**src/rtl/cpu_irq_pkg.sv**
```systemverilog
package cpu_irq_pkg;
    typedef enum logic {
        GRP_FAST   = 1'b0,
        GRP_NORMAL = 1'b1
    } irq_grp_e;

    localparam int NUM_GRP = 2;
endpackage

```
**src/rtl/cpu_irq_gate.sv**
```systemverilog
module cpu_irq_gate #(
    parameter int PRIO_W = 8
) (
    input  logic              en,
    input  logic              valid,
    input  logic [PRIO_W-1:0] prio,
    input  logic [PRIO_W-1:0] mask,
    input  logic [PRIO_W-1:0] run_prio,
    output logic              elig
);
    always_comb begin
        elig = en && valid && (prio < mask) && (prio < run_prio);
    end
endmodule

```
**src/rtl/cpu_irq_lines.sv**
```systemverilog
module cpu_irq_lines
    import cpu_irq_pkg::*;
#(
    parameter int NGRP = NUM_GRP
) (
    input  logic            clk,
    input  logic            rst_n,
    input  logic            elig,
    input  irq_grp_e        grp,
    output logic [NGRP-1:0] n_line
);
    for (genvar g = 0; g < NGRP; g++) begin : g_line
        logic line_d, line_q;

        always_comb begin
            line_d = !(elig && (int'(grp) == g));
        end

        always_ff @(posedge clk or negedge rst_n) begin
            if (!rst_n) line_q <= 1'b1;
            else        line_q <= line_d;
        end

        assign n_line[g] = line_q;
    end
endmodule

```
**src/rtl/cpu_irq_track.sv**
```systemverilog
module cpu_irq_track #(
    parameter int ID_W   = 10,
    parameter int PRIO_W = 8
) (
    input  logic              clk,
    input  logic              rst_n,
    input  logic              elig,
    input  logic [ID_W-1:0]   off_id,
    input  logic [PRIO_W-1:0] off_prio,
    input  logic              ack_rd,
    input  logic              eoi_wr,
    input  logic [ID_W-1:0]   eoi_wdata,
    output logic [ID_W-1:0]   ack_data,
    output logic              ack_valid,
    output logic [PRIO_W-1:0] run_prio,
    output logic              dist_ack,
    output logic              dist_eoi,
    output logic [ID_W-1:0]   dist_eoi_id
);
    localparam logic [ID_W-1:0]   SPURIOUS  = '1;
    localparam logic [PRIO_W-1:0] IDLE_PRIO = '1;

    typedef struct packed {
        logic              act_vld;
        logic [ID_W-1:0]   act_id;
        logic [PRIO_W-1:0] rpr;
        logic [ID_W-1:0]   rd_data;
        logic              rd_vld;
        logic              ack_evt;
        logic              eoi_evt;
        logic [ID_W-1:0]   eoi_id;
    } trk_t;

    trk_t st_d, st_q;
    logic take_ack, take_eoi;

    always_comb begin
        take_ack = ack_rd && elig;
        take_eoi = eoi_wr && !ack_rd && st_q.act_vld && (eoi_wdata == st_q.act_id);

        st_d         = st_q;
        st_d.rd_vld  = ack_rd;
        st_d.ack_evt = take_ack;
        st_d.eoi_evt = take_eoi;
        if (ack_rd) begin
            st_d.rd_data = take_ack ? off_id : SPURIOUS;
        end
        if (take_ack) begin
            st_d.act_vld = 1'b1;
            st_d.act_id  = off_id;
            st_d.rpr     = off_prio;
        end else if (take_eoi) begin
            st_d.act_vld = 1'b0;
            st_d.rpr     = IDLE_PRIO;
            st_d.eoi_id  = st_q.act_id;
        end
    end

    always_ff @(posedge clk or negedge rst_n) begin
        if (!rst_n) begin
            st_q         <= '0;
            st_q.rpr     <= IDLE_PRIO;
            st_q.rd_data <= SPURIOUS;
        end else begin
            st_q <= st_d;
        end
    end

    assign ack_data    = st_q.rd_data;
    assign ack_valid   = st_q.rd_vld;
    assign run_prio    = st_q.rpr;
    assign dist_ack    = st_q.ack_evt;
    assign dist_eoi    = st_q.eoi_evt;
    assign dist_eoi_id = st_q.eoi_id;


    ack_empty_chk: assert property (@(posedge clk) disable iff (!rst_n)
        (ack_rd && !elig) |=> (ack_data == SPURIOUS) && !dist_ack && $stable(run_prio));


    eoi_idle_chk: assert property (@(posedge clk) disable iff (!rst_n)
        dist_eoi |-> (run_prio == IDLE_PRIO));


    eoi_mismatch_chk: assert property (@(posedge clk) disable iff (!rst_n)
        (eoi_wr && !ack_rd && !(st_q.act_vld && eoi_wdata == st_q.act_id)) |=> !dist_eoi && $stable(run_prio));
endmodule

```
**src/rtl/cpu_irq_if.sv**
```systemverilog
module cpu_irq_if
    import cpu_irq_pkg::*;
#(
    parameter int ID_W   = 10,
    parameter int PRIO_W = 8
) (
    input  logic              clk,
    input  logic              rst_n,
    input  logic              off_valid,
    input  logic [ID_W-1:0]   off_id,
    input  logic [PRIO_W-1:0] off_prio,
    input  logic              off_grp,
    input  logic              en_wr,
    input  logic              en_wdata,
    input  logic              mask_wr,
    input  logic [PRIO_W-1:0] mask_wdata,
    input  logic              ack_rd,
    input  logic              eoi_wr,
    input  logic [ID_W-1:0]   eoi_wdata,
    output logic              n_irq,
    output logic              n_fiq,
    output logic [ID_W-1:0]   ack_data,
    output logic              ack_valid,
    output logic [PRIO_W-1:0] run_prio,
    output logic              dist_ack,
    output logic [ID_W-1:0]   dist_ack_id,
    output logic              dist_eoi,
    output logic [ID_W-1:0]   dist_eoi_id
);
    typedef struct packed {
        logic              en;
        logic [PRIO_W-1:0] mask;
    } cfg_t;

    cfg_t cfg_d, cfg_q;
    logic elig;
    logic [NUM_GRP-1:0] n_line;

    always_comb begin
        cfg_d = cfg_q;
        if (en_wr)   cfg_d.en   = en_wdata;
        if (mask_wr) cfg_d.mask = mask_wdata;
    end

    always_ff @(posedge clk or negedge rst_n) begin
        if (!rst_n) cfg_q <= '0;
        else        cfg_q <= cfg_d;
    end

    cpu_irq_gate #(.PRIO_W(PRIO_W)) u_gate (
        .en       (cfg_q.en),
        .valid    (off_valid),
        .prio     (off_prio),
        .mask     (cfg_q.mask),
        .run_prio (run_prio),
        .elig     (elig)
    );

    cpu_irq_lines #(.NGRP(NUM_GRP)) u_lines (
        .clk    (clk),
        .rst_n  (rst_n),
        .elig   (elig),
        .grp    (irq_grp_e'(off_grp)),
        .n_line (n_line)
    );

    cpu_irq_track #(.ID_W(ID_W), .PRIO_W(PRIO_W)) u_track (
        .clk         (clk),
        .rst_n       (rst_n),
        .elig        (elig),
        .off_id      (off_id),
        .off_prio    (off_prio),
        .ack_rd      (ack_rd),
        .eoi_wr      (eoi_wr),
        .eoi_wdata   (eoi_wdata),
        .ack_data    (ack_data),
        .ack_valid   (ack_valid),
        .run_prio    (run_prio),
        .dist_ack    (dist_ack),
        .dist_eoi    (dist_eoi),
        .dist_eoi_id (dist_eoi_id)
    );

    assign n_fiq       = n_line[int'(GRP_FAST)];
    assign n_irq       = n_line[int'(GRP_NORMAL)];
    assign dist_ack_id = ack_data;


    disabled_quiet_chk: assert property (@(posedge clk) disable iff (!rst_n)
        !cfg_q.en |=> (n_irq && n_fiq));


    one_line_chk: assert property (@(posedge clk) disable iff (!rst_n)
        !(n_irq == 1'b0 && n_fiq == 1'b0));


    mask_gate_chk: assert property (@(posedge clk) disable iff (!rst_n)
        (off_valid && off_prio >= cfg_q.mask) |=> (n_irq && n_fiq));


    ack_pair_chk: assert property (@(posedge clk) disable iff (!rst_n)
        dist_ack |-> (ack_valid && dist_ack_id == ack_data));
endmodule

```
**config.mk**
```make
export PLATFORM = sky130hd
export DESIGN_NAME = cpu_irq_if
export DESIGN_NICKNAME = d
export VERILOG_FILES = /design/src/rtl/cpu_irq_pkg.sv /design/src/rtl/cpu_irq_gate.sv /design/src/rtl/cpu_irq_lines.sv /design/src/rtl/cpu_irq_track.sv /design/src/rtl/cpu_irq_if.sv
export SDC_FILE = /design/constraint.sdc
export NUM_CORES = 1
export LEC_CHECK = 0
export ABC_AREA = 1
export BUFFER_PORTS_ARGS = -buffer_cell sky130_fd_sc_hd__buf_2
export CAP_MARGIN = 40
export CORE_MARGIN = 10
export CORE_UTILIZATION = 34
export DETAILED_ROUTE_END_ITERATION = 6
export PLACE_DENSITY = 0.66
export SLEW_MARGIN = 15
export SYNTH_ARGS = -nofsm -noshare
export SYNTH_HDL_FRONTEND = slang
export SYNTH_SLANG_ARGS = --single-unit
```
**constraint.sdc**
```tcl
create_clock -name clk -period 1.85 [get_ports clk]
set_input_delay 0.2775 -clock clk [delete_from_list [all_inputs] [get_ports clk]]
set_output_delay 0.2775 -clock clk [all_outputs]
set_load 0.005 [all_outputs]
```
==> metrics.txt <==
biggest area consumer among synthesized cells=dfrtp_1; post-synthesis cell type count=26; die width=114 um; Post-synth EDFFs=0; Post-synth ARST share=100%; slew margin rel.=about four fifths; Max clock buf depth=2; H-tree depth=2; Net Count, Synth=430; dominant cells by area after synthesis=dfrtp_1, dfstp_2, nand2_1; Lkg Pwr=2.00 nW; Max-Cap Viols=0; Required @ worst endpoint=2.08 ns; mapped cell area=2980 sq um; fin crit share=102%; 1st-pass router iterations=4; Via density=4.46; post-route ant nets=0; core area=8640 sq um; cell count after synthesis=371; layout cells sized above 1=40.8%; Die ar.=12900 sq um; drt initial violations=54; area grow syn2layout=24.7%; RSZ-0062 raised after global routing=true; Critical path buffers and inverters=5; Top FF cell, synth=dfrtp_1; Slew @ Worst Pin=0.310 ns; total track usage=11.4%; Die Ht=114 um; number of global-route vias before repair=2594; Critical Path AT=2.12 ns; skew final=0.00729 ns; final setup vio count=16; Clk Latency, worst-skew pair=0.30 ns; Hold WS=~0.13 ns; share of the synthesized area in the top cell type=about 28%; fin util=43.0%; post-route minimum period=around 1.9 ns; Crit Path Class=reg2reg; fin nets=just over 500; n_diodes=0; Reg clk slew, reported paths=0.10 ns; Setup TNS Final=-0.155 ns; failing checks=setup timing; Worst setup EP type=flop; Initial Util=34.5%; Final Max Tran Viols=0; Worst Hold Class=in2reg; Avg Cell Area, Syn=8.03 sq um; status=finished with violations; first-pass GRT wire length=between 10 and 15 mm; routed vias=2469; Synth warnings=0; Congestion Overflow GR=0; most frequent cell after synthesis=nand2_1; total CTS buffers=5; I/O pins=88; Port Buf Inserts=87; root buf cell=clkbuf_8; crit path max fanout=7; crit path max-delay cell type=dfstp_2; power per cell area=around 1000 nW/um^2; largest net degree at the start of global routing=54; CTS sink cnt=53; Worst setup SP type=flop; Hold Violations, Final=0; Post-synth top cells=nand2_1, inv_1, buf_4; initial antenna violation count=0; FP Rows=34; hpwl dp=5.68 mm; final wirelength=roughly 7.5 mm; Crit path max-delay family=flip-flops; DRC viols=0; CTS tree=built; Max VDD drop=0.000408 V; Avg WL per Cell=approximately 13 um; final worst setup slack=-0.0333 ns; #FFs+latches synth=between 50 and 60; Routability Congestion=about 0.89; register area share after synthesis=45.4%; crit-path cells=inv_1 > ha_4 > nand2_1 > nand2_1 > nand3_2 > nand3_2 > inv_2 > nand4_1 > buf_6 > inv_4 > buf_6 > a21oi_1; Fmax=531 MHz; Worst path max stage delay=0.54 ns
==> cells by family (layout without fill, tap and decap cells) <==
group / after synthesis / count (layout) / share of synthesized area (%)
buf+inv: 92 / 167 / 16.8
xor+xnor: 6 / 6 / 1.76
fa+ha+maj: 14 / 14 / 5.88
mux: 1 / 1 / 0.378
flops: 53 / 53 / 45.4
compound gates: 23 / 23 / 3.99
simple gates: 182 / 182 / 25.8
==> worst paths after layout <==
kind / cells after the start / start / endpoint / slack (ns)
setup / recovery: 12 / u_track.run_prio[5] / u_track.ack_data[9] / -0.03
hold / removal: 2 / off_grp / u_lines.g_line[1].line_q / 0.13
setup reg to reg: 12 / u_track.run_prio[5] / u_track.ack_data[9] / -0.03
hold reg to reg: 2 / u_track.st_q[41] / u_track.st_q[41] / 0.48
max in group asynchronous: 3 / rst_n / u_track.run_prio[5] / 1.07
min in group asynchronous: 3 / rst_n / u_track.dist_eoi_id[1] / 0.49
==> where the power goes <==
part	switching (mW)	internal, mW
logic	0.743	0.678
clock network	0.391	0.269
registers	0.198	1.48
total	1.33	2.43
==> placed cells by master (no fill, tap or decap), drive strengths merged, types with 7 or more instances in the layout <==
master,synthesis,final
nand2,116,116
buf,43,113
inv,44,45
nor2,36,36
dfrtp,33,33
dfstp,20,20
o21ai,16,16
ha,14,14
nand3,12,12
nand4,11,11
a21oi,7,7
==> final cells by class <==
cell class	count	area [sq um]
fill	864	4920
sequential	53	1350
multi-input combinational	226	1280
timing repair buffer	114	683
inverter	45	171
tap	108	135
clock buffer	5	68.8
clock inverter	3	21.3
==> layer usage <==
metal	share of wire [%]	global-route usage [%]	routed length, um
met4	0.96	3.38	72
met5	0	0	0
met3	3.5	2.26	260
met1	45	14.3	3360
met2	50	19.4	3770
==> stage by stage <==
step | setup slack, ns | std cells | power (mW) | cell area (sq um)
3_5_place_dp | -0.153 | 539 | 2.92 | 3380
6_report | -0.0333 | 554 | 3.76 | 3720
2_1_floorplan | 0.101 | 371 | 2.51 | 2980
5_1_grt | -0.161 | 554 | 4.10 | 3720
4_1_cts | -0.000595 | 553 | 3.68 | 3570
3_3_place_gp | -0.0945 | 539 | 2.89 | 3380
==> timing repair <==
| item | CTS | global route |
|---|---|---|
| resized for setup | 12 | 41 |
| endpoints found under the hold margin | 33 | 0 |
| buffers inserted | 4 | 1 |
| pin swaps | 4 | 12 |
| hold buffers | 1 | 0 |
| setup endpoints to repair | 29 | 32 |
| cloned | 1 | 1 |
==> state kept, by name, summed over array words and instances, names as in the netlist <==
| name | count |
|---|---|
| cfg_q | 9 |
| u_lines.g_line.line_q | 2 |
| u_track.ack_data | 10 |
| u_track.ack_valid | 1 |
| u_track.dist_ack | 1 |
| u_track.dist_eoi | 1 |
| u_track.dist_eoi_id | 10 |
| u_track.run_prio | 8 |
| u_track.st_q | 11 |
No activity file was read; power rests on OpenSTA's default activity.
